### src/rtl/dma_m2m_pkg.sv
package dma_m2m_pkg;
  typedef enum logic [1:0] {
    PH_IDLE  = 2'd0,
    PH_READ  = 2'd1,
    PH_CAPT  = 2'd2,
    PH_WRITE = 2'd3
  } phase_t;

  localparam int CMD_W        = 8;
  localparam int CMD_ENA_BIT  = 0;
  localparam int CMD_HOLD_BIT = 1;
  localparam int CMD_OFF_BIT  = 2;
  localparam int CMD_FAST_BIT = 3;
endpackage

### src/rtl/dma_m2m_ptr.sv
module dma_m2m_ptr #(
  parameter int AW = 16
) (
  input  logic          clk,
  input  logic          rst,
  input  logic          load,
  input  logic [AW-1:0] base,
  input  logic          step,
  output logic [AW-1:0] cur
);
  always_ff @(posedge clk) begin
    if (rst)       cur <= '0;
    else if (load) cur <= base;
    else if (step) cur <= cur + AW'(1);
  end
endmodule

### src/rtl/dma_m2m_stage.sv
module dma_m2m_stage #(
  parameter int DW = 8
) (
  input  logic          clk,
  input  logic          rst,
  input  logic          capture,
  input  logic [DW-1:0] din,
  output logic [DW-1:0] dout
);
  always_ff @(posedge clk) begin
    if (rst)          dout <= '0;
    else if (capture) dout <= din;
  end
endmodule

### src/rtl/dma_m2m_seq.sv
module dma_m2m_seq
  import dma_m2m_pkg::*;
#(
  parameter int CW = 16
) (
  input  logic             clk,
  input  logic             rst,
  input  logic [CMD_W-1:0] cmd,
  input  logic             start,
  input  logic             eop,
  input  logic [CW-1:0]    count_base,
  output phase_t           phase,
  output logic             load,
  output logic             src_step,
  output logic             dst_step,
  output logic             capture,
  output logic [CW-1:0]    cnt,
  output logic             done
);
  logic hold_q;
  logic eop_pend;
  logic last;

  assign load     = (phase == PH_IDLE) && start && cmd[CMD_ENA_BIT]
                    && !cmd[CMD_OFF_BIT] && !cmd[CMD_FAST_BIT];
  assign dst_step = (phase == PH_WRITE);
  assign src_step = (phase == PH_WRITE) && !hold_q;
  assign capture  = (phase == PH_CAPT);
  assign last     = (cnt == '0) || eop_pend || eop;

  always_ff @(posedge clk) begin
    if (rst) begin
      phase    <= PH_IDLE;
      hold_q   <= 1'b0;
      eop_pend <= 1'b0;
      cnt      <= '0;
      done     <= 1'b0;
    end else begin
      done <= 1'b0;
      if (phase != PH_IDLE && eop) eop_pend <= 1'b1;
      case (phase)
        PH_IDLE: if (load) begin
          phase    <= PH_READ;
          hold_q   <= cmd[CMD_HOLD_BIT];
          cnt      <= count_base;
          eop_pend <= 1'b0;
        end
        PH_READ: phase <= PH_CAPT;
        PH_CAPT: phase <= PH_WRITE;
        PH_WRITE: begin
          cnt <= cnt - CW'(1);
          if (last) begin
            phase <= PH_IDLE;
            done  <= 1'b1;
          end else begin
            phase <= PH_READ;
          end
        end
        default: phase <= PH_IDLE;
      endcase
    end
  end
endmodule

### src/rtl/dma_m2m_engine.sv
module dma_m2m_engine
  import dma_m2m_pkg::*;
#(
  parameter int AW = 16,
  parameter int DW = 8,
  parameter int CW = 16
) (
  input  logic          clk,
  input  logic          rst,
  input  logic [7:0]    cmd,
  input  logic [AW-1:0] src_base,
  input  logic [AW-1:0] dst_base,
  input  logic [CW-1:0] count_base,
  input  logic          start,
  input  logic          eop,
  output logic [AW-1:0] mem_addr,
  output logic          mem_re,
  output logic          mem_we,
  output logic [DW-1:0] mem_wdata,
  input  logic [DW-1:0] mem_rdata,
  output logic [AW-1:0] src_cur,
  output logic [AW-1:0] dst_cur,
  output logic [CW-1:0] cnt_cur,
  output logic [DW-1:0] temp_out,
  output logic          busy,
  output logic          done
);
  localparam int NCH = 2;

  phase_t    phase;
  logic      load, src_step, dst_step, capture;
  logic [NCH-1:0]         ch_step;
  logic [NCH-1:0][AW-1:0] ch_base;
  logic [NCH-1:0][AW-1:0] ch_cur;

  dma_m2m_seq #(.CW(CW)) u_seq (
    .clk(clk), .rst(rst), .cmd(cmd), .start(start), .eop(eop),
    .count_base(count_base), .phase(phase), .load(load),
    .src_step(src_step), .dst_step(dst_step), .capture(capture),
    .cnt(cnt_cur), .done(done)
  );

  assign ch_step = {dst_step, src_step};
  assign ch_base = {dst_base, src_base};

  for (genvar g = 0; g < NCH; g++) begin : g_ch
    dma_m2m_ptr #(.AW(AW)) u_ptr (
      .clk(clk), .rst(rst), .load(load), .base(ch_base[g]),
      .step(ch_step[g]), .cur(ch_cur[g])
    );
  end

  dma_m2m_stage #(.DW(DW)) u_stage (
    .clk(clk), .rst(rst), .capture(capture), .din(mem_rdata), .dout(temp_out)
  );

  assign src_cur   = ch_cur[0];
  assign dst_cur   = ch_cur[1];
  assign mem_re    = (phase == PH_READ);
  assign mem_we    = (phase == PH_WRITE);
  assign mem_addr  = mem_we ? dst_cur : src_cur;
  assign mem_wdata = temp_out;
  assign busy      = (phase != PH_IDLE);
endmodule

### config.mk
export PLATFORM = sky130hd
export DESIGN_NAME = dma_m2m_engine
export DESIGN_NICKNAME = d
export VERILOG_FILES = /design/src/rtl/dma_m2m_pkg.sv /design/src/rtl/dma_m2m_ptr.sv /design/src/rtl/dma_m2m_stage.sv /design/src/rtl/dma_m2m_seq.sv /design/src/rtl/dma_m2m_engine.sv
export SDC_FILE = /design/constraint.sdc
export NUM_CORES = 1
export LEC_CHECK = 0
export ABC_AREA = 0
export CAP_MARGIN = 25
export CORE_MARGIN = 2
export CORE_UTILIZATION = 25
export DETAILED_ROUTE_END_ITERATION = 8
export PLACE_DENSITY = 0.49
export SYNTH_ARGS = -nofsm -noshare
export SYNTH_HDL_FRONTEND = slang
export SYNTH_HIERARCHICAL = 1
export SYNTH_SLANG_ARGS = --single-unit
export TNS_END_PERCENT = 50
### constraint.sdc
create_clock -name clk -period 3.9 [get_ports clk]
set_input_delay 0.39 -clock clk [delete_from_list [all_inputs] [get_ports clk]]
set_output_delay 0.39 -clock clk [all_outputs]
set_load 0.01 [all_outputs]
======== Word level (Yosys, flattened, before mapping) ========
Index checks and enable logic that the tools add are counted.
operators by class
  add/sub/neg operators ................... 3
  reduce and logical (&&, ||, !) cells .... 20
  bitwise logic cells ..................... 1
  eq/ne operators ......................... 4
  muxes and demuxes ....................... 14
operator list
  cell                                                    number
  2-to-1 mux 16 bit                                       6
  adder 16 x 1 -> 16 bit (second input constant)          2
  one-hot mux 16 bit (2 select lines)                     1
  logical NOT 16 bit                                      1
  subtractor 16 x 1 -> 16 bit (second input constant)     1
  one-hot mux 2 bit (4 select lines)                      1
  nonzero test 2 bit                                      4
  logical AND 1 bit                                       6
  2-to-1 mux 1 bit                                        5
  == test 2 bit (second input constant)                   2
  AND reduction 2 bit                                     2
  logical NOT 1 bit                                       3
  == test 2 x 1 -> 1 bit (second input constant)          1
  logical NOT 2 bit                                       1
  logical OR 1 bit                                        2
  2-to-1 mux 2 bit                                        1
  inequality test 2 x 1 -> 1 bit (second input constant)  1
  OR reduction 2 bit                                      1
  NOT 1 bit                                               1
storage, ports and cells
  output and inout port bits .............. 84
  logic and storage cells ................. 50
  register bits ........................... 61

======== Longest topological paths before layout ========
Gate-level depths: netlist of the first run.
  depth in word-level cells ............... 7
  gate-level depth with buffers ........... 12
  gate-level depth less buffers ........... 7

======== Hierarchy ========
The synthesis of the first run kept the hierarchy.
modules (own cells, without submodules)
  module          area each (um^2)  cells each  instances  seq. area each (um^2)
  dma_m2m_ptr     984.7             112         2          320.3
  dma_m2m_seq     1317.5            169         1          420.4
  dma_m2m_engine  319.1             29          1          0.0
  dma_m2m_stage   285.3             26          1          160.2

======== Worst setup path before layout of the first run ========
No wires, ideal clock.
  path type ............................... register to register
  start point ............................. reg u_seq.phase[1]
  end point ............................... reg g_ch[0].u_ptr.cur[12]
  setup slack ............................. 1.372 ns
  arrival time ............................ 2.413 ns
  stages on the path, launching flop included .. 13
  clock period less this slack ............ 2.528 ns
  required time ........................... 3.785 ns
  cell sequence ........................... dfxtp_1 > ha_1 > clkbuf_1 > inv_1 > clkbuf_1 > buf_1 > nor2_1 > buf_6 > nand4_4 > buf_6 > nor4_2 > xor2_1 > o21a_1
on the way
  elaborated cells between the ends (all ways) .. 9
  classes of those cells .................. 1 x eq/ne; 1 x mux; 7 x reduce/logical
RTL lines
  element                              RTL line              source
  start: declaration                   dma_m2m_seq.sv:12     output phase_t phase,
  start signal: assignment             dma_m2m_seq.sv:33     phase <= PH_IDLE;
  start signal: assignment             dma_m2m_seq.sv:43     phase <= PH_READ;
  start signal: assignment             dma_m2m_seq.sv:48     PH_READ: phase <= PH_CAPT;
  == test 2 bit                        -
  via dst_step                         dma_m2m_engine.sv:31  logic load, src_step, dst_step, capture;
  logical AND 1 bit                    dma_m2m_seq.sv:27     assign src_step = (phase == PH_WRITE) && !hold_q;
  via src_step                         dma_m2m_engine.sv:31
  nonzero test 2 bit (no source line)  -
  end signal: assignment               dma_m2m_ptr.sv:13     else if (load) cur <= base;
  end signal: assignment               dma_m2m_ptr.sv:14     else if (step) cur <= cur + AW'(1);
  end: declaration                     dma_m2m_ptr.sv:9      output logic [AW-1:0] cur
The timed path passes the listed nets, and every way through them passes these cells.
A chain may end at the register's enable or synchronous reset.

======== Worst setup path in the final report of the first run ========
  start point ............................. in start
  end point ............................... reg g_ch[0].u_ptr.cur[2]
on the way
  cells in the longest elaborated chain, start to end .. 5
  elaborated cells between the ends (all ways) .. 6
  classes of those cells .................. 1 x mux; 5 x reduce/logical
RTL lines
  element                                                         RTL line              source
  start: declaration                                              dma_m2m_engine.sv:14  input logic start,
  logical AND 1 bit * (2 in a row)                                dma_m2m_seq.sv:24     assign load = (phase == PH_IDLE) && start && cmd[CMD_ENA_BIT]
  logical AND 1 bit * (2 in a row)                                dma_m2m_seq.sv:25     && !cmd[CMD_OFF_BIT] && !cmd[CMD_FAST_BIT];
  via load                                                        dma_m2m_engine.sv:31
  2-to-1 mux 16 bit / nonzero test 2 bit (equally long branches)  -
The timed path passes the listed nets; every way through them passes the cells marked *.

==> results of run 1 <==
[worst paths after layout]
path                           to  slack (ns)
max reg2reg          u_seq/cnt[9]        1.48
min                  u_seq/hold_q        0.46
min reg2reg          u_seq/hold_q        0.46
max          g_ch[0].u_ptr/cur[2]        1.40
[sequential cells by signal, summed over array words and instances (netlist names)]
name and cells:
u_stage/dout 8, u_seq/done 1, u_seq/hold_q 1, u_seq/phase 2, u_seq/eop_pend 1, g_ch.u_ptr/cur 32
u_seq/cnt 16
[logic make-up (layout without fill, tap and decap cells)]
| kind of cell | count (synthesis) | after routing | synth area share [%] |
|---|---|---|---|
| flops | 61 | 61 | 31.4 |
| fa+ha+maj | 7 | 7 | 2.25 |
| buf+inv | 73 | 203 | 9.20 |
| compound gates | 107 | 107 | 17.6 |
| mux | 35 | 35 | 10.5 |
| simple gates | 137 | 137 | 22.8 |
| xor+xnor | 28 | 28 | 6.30 |
[report_power, final]
part / leakage, nW / internal, mW / total [mW] / switching [mW]
logic: 1.63 / 0.300 / 0.558 / 0.258
registers: 0.494 / 0.670 / 0.738 / 0.0689
clock network: 0.163 / 0.592 / 0.885 / 0.293
total: 2.29 / 1.56 / 2.18 / 0.619
[layout by cell type, fill, tap and decap left out, types with 10 or more instances in the layout]
master	Yosys	final
xnor2_1	10	10
dfxtp_1	61	61
inv_1	36	35
o21a_1	21	21
nand2_1	20	20
o21ai_0	16	16
mux2i_1	16	16
clkdlybuf4s50_1	0	146
nor2_1	43	43
a21oi_1	41	41
mux2_2	10	10
nor3_1	16	16
xor2_1	18	18
[metal layers]
metal,part of all wire [%],vias to the layer above,routed length (um)
li1,-,1816,-
met3,5.3,6,638
met5,0,-,0
met2,49,92,5890
met4,0.92,0,112
met1,45,1691,5480
[area by class of cell]
class,count,area (um2),area share [%]
clock buffer,12,256,4.47
timing repair buffer,151,1510,26.3
tap,188,235,4.10
sequential,61,1220,21.3
clock inverter,4,70.1,1.22
inverter,36,135,2.35
multi-input combinational,314,2310,40.3
[worst max-delay path: cells and delay by family]
family	cells	cell delay, ns
buffers and inverters	3	1.08
multiplexers	1	0.23
AND/OR/NAND/NOR	3	0.98
[stage by stage]
stage          instances  setup slack (ns)  util (%)
3_5_place_dp         750              1.02      35.6
4_1_cts              766              1.37      37.8
5_1_grt              766              1.12      37.8
6_report             766              1.40      37.8
2_1_floorplan        448              1.37         -
3_3_place_gp         750              1.06      35.6
==> reports/results.ini, run 1 <==
[run_status]
outcome=complete, no violations

[pwr]
power.total_mw=2.18
ir_drop_mv=0.169
p_per_area_nw_per_um2=380
leakagePower_nw=2.29

[cells_and_area]
num_antenna_cells=0
area_delta_synth_final_pct=47.5
stdcell_area_um2=5740
nets=648
drive_gt1_share_pct=11.6
fill_cells=1552

[routing]
wl_per_cell_um=15.8
vias_per_cell=4.71
ant_nets=0
drc=0
totalWireLength_um=12100
dr_total_vias=3605
drtIter0Drc=205
drt_first_pass_iters=4

[sta]
setup_viol=0
clock.fmax_mhz=400
clock_skew_ns=0.00837
hold_viol=0
rsz0062_at_grt=false
maxSlewHeadroom_pct=25.8
slew_viol_final=0
fin_crit_ns=2.50
post-route-period-util_pct=64.2
worst_hold_slack_ns=0.461
worstMarginPinSlew_ns=1.11
tns_ns=0

[synth]
yosys-top-cells-count=dfxtp_1 (61), nor2_1 (43), a21oi_1 (41), inv_1 (36), o21a_1 (21)
synth.ff_latch_count=61
synth_fp_nets=523
ys_types=56
synth_edf_count=0
synth_ff_type=dfxtp_1
synth_area_leaders=dfxtp_1 (31%), a21oi_1 (5.3%), nor2_1 (4.1%)
avgSynthCellArea_um2=8.69
synth.cell_area_um2=3890
synth_seq_area_share_pct=31.4
netlist_instances=448
yosysWarningCount=6
yosysTopAreaCellShare_pct=31.4
synth-async-reset-ratio_pct=0
yosysTopAreaCell=dfxtp_1
synth.most_common_cell=dfxtp_1

[place]
hpwlAfterDp_um=8820
postPlaceCellArea_um2=5410
io_buffers=147
gp_congestion=0.784

[min_path]
hp-start=u_seq/hold_q
hold_class=reg2reg
hold_path_depth=2

[floorplan]
initial_core_util_pct=25.6
core_area_um2=15200
num_io_pins=152
chipWidth_um=129
die_y_um=129
die_area_um2=16600
rows=45

[global_routing]
busiest_layer=met2
grt_overflow=0
grt_start_max_net_pins=42
globalRouteTotalUtil_pct=14.6
grt_use_met2_pct=23.7
grt_pass1_vias=3465
use_met3_pct=4.74
antenna_found_initial=0
grt.met1_usage_pct=18.5
grt_pass1_wl_um=18700

[setup_path]
r2r-start=u_seq/phase[1]
path_cells=clkdlybuf4s50_1 -> nor4bb_1 -> nand2_1 -> inv_2 -> buf_12 -> mux2i_1 -> nor2_1
cp.arrival_ns=2.69
rr_worst_depth=6
cp-end-kind=flip-flop
crit_required_ns=4.09
cp_slowest_stage_delay_ns=0.68
startpoint=start
critPathSlowestCell=nor4bb_1
setup.worst_path.start_class=input port
cp_max_fo=41
crit_type=in2reg

[clock_tree]
clk_pin_slew_ns=0.05
cts_buffers=9
clock_latency_ns=0.33
cts_setup_buffers=0
cts_buffer_depth=2
htreeDepth=3
cts_tree=yes
clock-sinks=61
cts_resized=0
holdBufCountCts=0
cts-root-buf=clkbuf_16

[run]
drv_cap=0

Power figures use the tool's default switching activity.
==> run 2, diff against run 1 <==
--- a/config.mk
+++ b/config.mk
@@ -10,7 +10,7 @@
 export CORE_MARGIN = 2
 export CORE_UTILIZATION = 25
 export DETAILED_ROUTE_END_ITERATION = 8
-export PLACE_DENSITY = 0.49
+export PLACE_DENSITY = 0.51
 export SYNTH_ARGS = -nofsm -noshare
 export SYNTH_HDL_FRONTEND = slang
 export SYNTH_HIERARCHICAL = 1
==> constraint.sdc (replaced) <==
create_clock -name clk -period 2 [get_ports clk]
set_input_delay 0.2 -clock clk [delete_from_list [all_inputs] [get_ports clk]]
set_output_delay 0.2 -clock clk [all_outputs]
set_load 0.01 [all_outputs]
==> run 2 against run 1 <==
  * Core utilization up 2.5 points
  * Wire length grew 5.3%
  * Sequential power up 98%
  * Critical path type is now reg2out
  * Largest power group unchanged
==> reports/results.ini, run 2 (synthesis results as in run 1) <==
[setup_path]
setup.worst_path.start_class=flip-flop  ; was input port
r2r-end=g_ch[0].u_ptr/cur[5]  ; was u_seq/cnt[9]
ff2ff_setup_slack_ns=0.05  ; was 1.48 ns
r2r-start=u_seq/phase[1]  ; unchanged
rr_worst_depth=7  ; was 6
cp.arrival_ns=1.75  ; was 2.69 ns
crit_type=reg2out  ; was in2reg
cp_max_fo=17  ; was 41
crit_required_ns=1.80  ; was 4.09 ns
cp-end-kind=output pin  ; was flip-flop

[global_routing]
grt_pass1_wl_um=19500  ; was 18,700 um
antenna_found_initial=0  ; unchanged
globalRouteTotalUtil_pct=15.1  ; was 14.6%
grt_start_max_net_pins=63  ; was 42
grt_overflow=0  ; unchanged
grt_pass1_vias=3672  ; was 3,465

[pwr]
p_per_area_nw_per_um2=706  ; was 380 nW/um2
ir_drop_mv=0.395  ; was 0.169 mV
leakagePower_nw=2.50  ; was 2.29 nW

[sta]
fin_crit_ns=1.95
worst_hold_slack_ns=0.351  ; was 0.461 ns
clock.fmax_mhz=512
post-route-period-util_pct=97.6
worstMarginPinSlew_ns=0.505  ; was 1.11 ns
slew_viol_final=0  ; unchanged
setup_viol=0  ; unchanged
maxSlewHeadroom_pct=66.3  ; was 25.8%
hold_viol=0  ; unchanged
rsz0062_at_grt=true  ; was false
tns_ns=0  ; unchanged
clock_skew_ns=0.00874  ; was 0.00837 ns

[routing]
totalWireLength_um=12800  ; was 12,100 um
wl_per_cell_um=16.0  ; was 15.8 um
ant_nets=0  ; unchanged
vias_per_cell=4.79  ; was 4.71
drtIter0Drc=237  ; was 205
dr_total_vias=3824  ; was 3,605
drc=0  ; unchanged
drt_first_pass_iters=4  ; unchanged

[place]
gp_congestion=0.784  ; about the same
hpwlAfterDp_um=9230  ; was 8820 um
postPlaceCellArea_um2=5660  ; was 5410 um2
io_buffers=147  ; unchanged

[cells_and_area]
stdcell_area_um2=6120  ; was 5740 um2
largest_register=g_ch.u_ptr/cur  ; unchanged
nets=681  ; was 648
num_antenna_cells=0  ; unchanged
final_cell_mix=clkdlybuf4s50_1 (146), dfxtp_1 (57), nor2_1 (42), a21oi_1 (41), inv_1 (33)  ; was clkdlybuf4s50_1 (146), dfxtp_1 (61), nor2_1 (43), a21oi_1 (41), inv_1 (35)
fin_util_pct=40.2  ; was 37.8%
area_delta_synth_final_pct=57.2  ; was 47.5%
final_common_cell=clkdlybuf4s50_1  ; unchanged
top_regs=g_ch.u_ptr/cur: 32 flops, u_seq/cnt: 16 flops, u_stage/dout: 8 flops  ; unchanged
drive_gt1_share_pct=18.3  ; was 11.6%
largest_reg_flops=32  ; unchanged

[min_path]
holdPathEnd=g_ch[0].u_ptr/cur[2]  ; was u_seq/hold_q
hp-start=rst  ; was u_seq/hold_q
hold_path_depth=3  ; was 2
hold_class=in2reg  ; was reg2reg

[clock_tree]
holdBufCountCts=0  ; unchanged
cts-root-buf=clkbuf_16  ; unchanged
clock-sinks=61  ; unchanged
clk_pin_slew_ns=0.06  ; was 0.05 ns
cts_buffers=9  ; unchanged
htreeDepth=3  ; unchanged
cts_buffer_depth=2  ; unchanged
cts_tree=yes  ; unchanged
clock_latency_ns=0.33  ; about the same

[floorplan]
initial_core_util_pct=25.6  ; unchanged
die_area_um2=16600  ; unchanged
chipWidth_um=129  ; unchanged
rows=45  ; unchanged
num_io_pins=152  ; unchanged
core_area_um2=15200  ; unchanged
die_y_um=129  ; unchanged

[run_status]
outcome=complete, no violations  ; unchanged

[run]
drv_cap=0  ; unchanged

## run 2: timing repair
action	4_1_cts	5_1_grt
pin swaps	0	12
gates resized for setup	1	13
setup buffers	0	9
cloned	0	1
endpoints found under the setup margin	9	19
## run 2: through the flow
step                      setup slack (ns)  cells  total power, mW
after detailed placement            0.0281    773             2.66
after global routing               -0.0606    799             4.55
after global placement              0.0687    773             2.64
after CTS                         -0.00149    789             4.33
after floorplan                    -0.0743    448             2.10
final                               0.0477    799             4.32
## run 2: area by class of cell
cell class / count / area [um2]
Fill cell: 1526 / 9080
Multi-Input combinational cell: 315 / 2410
Timing Repair Buffer: 183 / 1790
Sequential cell: 61 / 1230
Clock buffer: 13 / 270
Tap cell: 188 / 235
Inverter: 36 / 135
Clock inverter: 3 / 42.5
## run 2: worst max path at each step
stage | start | to
detailed placement | u_seq/cnt[0] | u_seq/phase[0]
global route | u_seq/phase[1] | g_ch[0].u_ptr/cur[5]
floorplan | u_seq/phase[1] | g_ch[0].u_ptr/cur[12]
finish | u_seq/phase[0] | mem_addr[13]
global placement | u_seq/phase[1] | g_ch[0].u_ptr/cur[5]
CTS | u_seq/phase[1] | g_ch[0].u_ptr/cur[15]
## run 2: where the power goes
part / internal, mW / switching [mW]
clock network: 1.06 / 0.568
registers: 1.31 / 0.146
logic: 0.684 / 0.540
total: 3.06 / 1.25
## run 2: critical path, cell delays in order, from the launching register on
cell and delay [ns]:
dfxtp_4 0.38, nand2_8 0.17, mux2_2 0.35, clkdlybuf4s50_1 0.51
## run 2: per-layer routing
| metal | GRT usage (%) | part of all wire (%) | vias up | routed length, um |
|---|---|---|---|---|
| met5 | 0 | 0 | - | 0 |
| met4 | 6.39 | 1.9 | 0 | 240 |
| met3 | 3.12 | 5.2 | 18 | 664 |
| met2 | 24.0 | 47 | 116 | 6020 |
| met1 | 19.9 | 46 | 1803 | 5840 |
| li1 | - | - | 1887 | - |
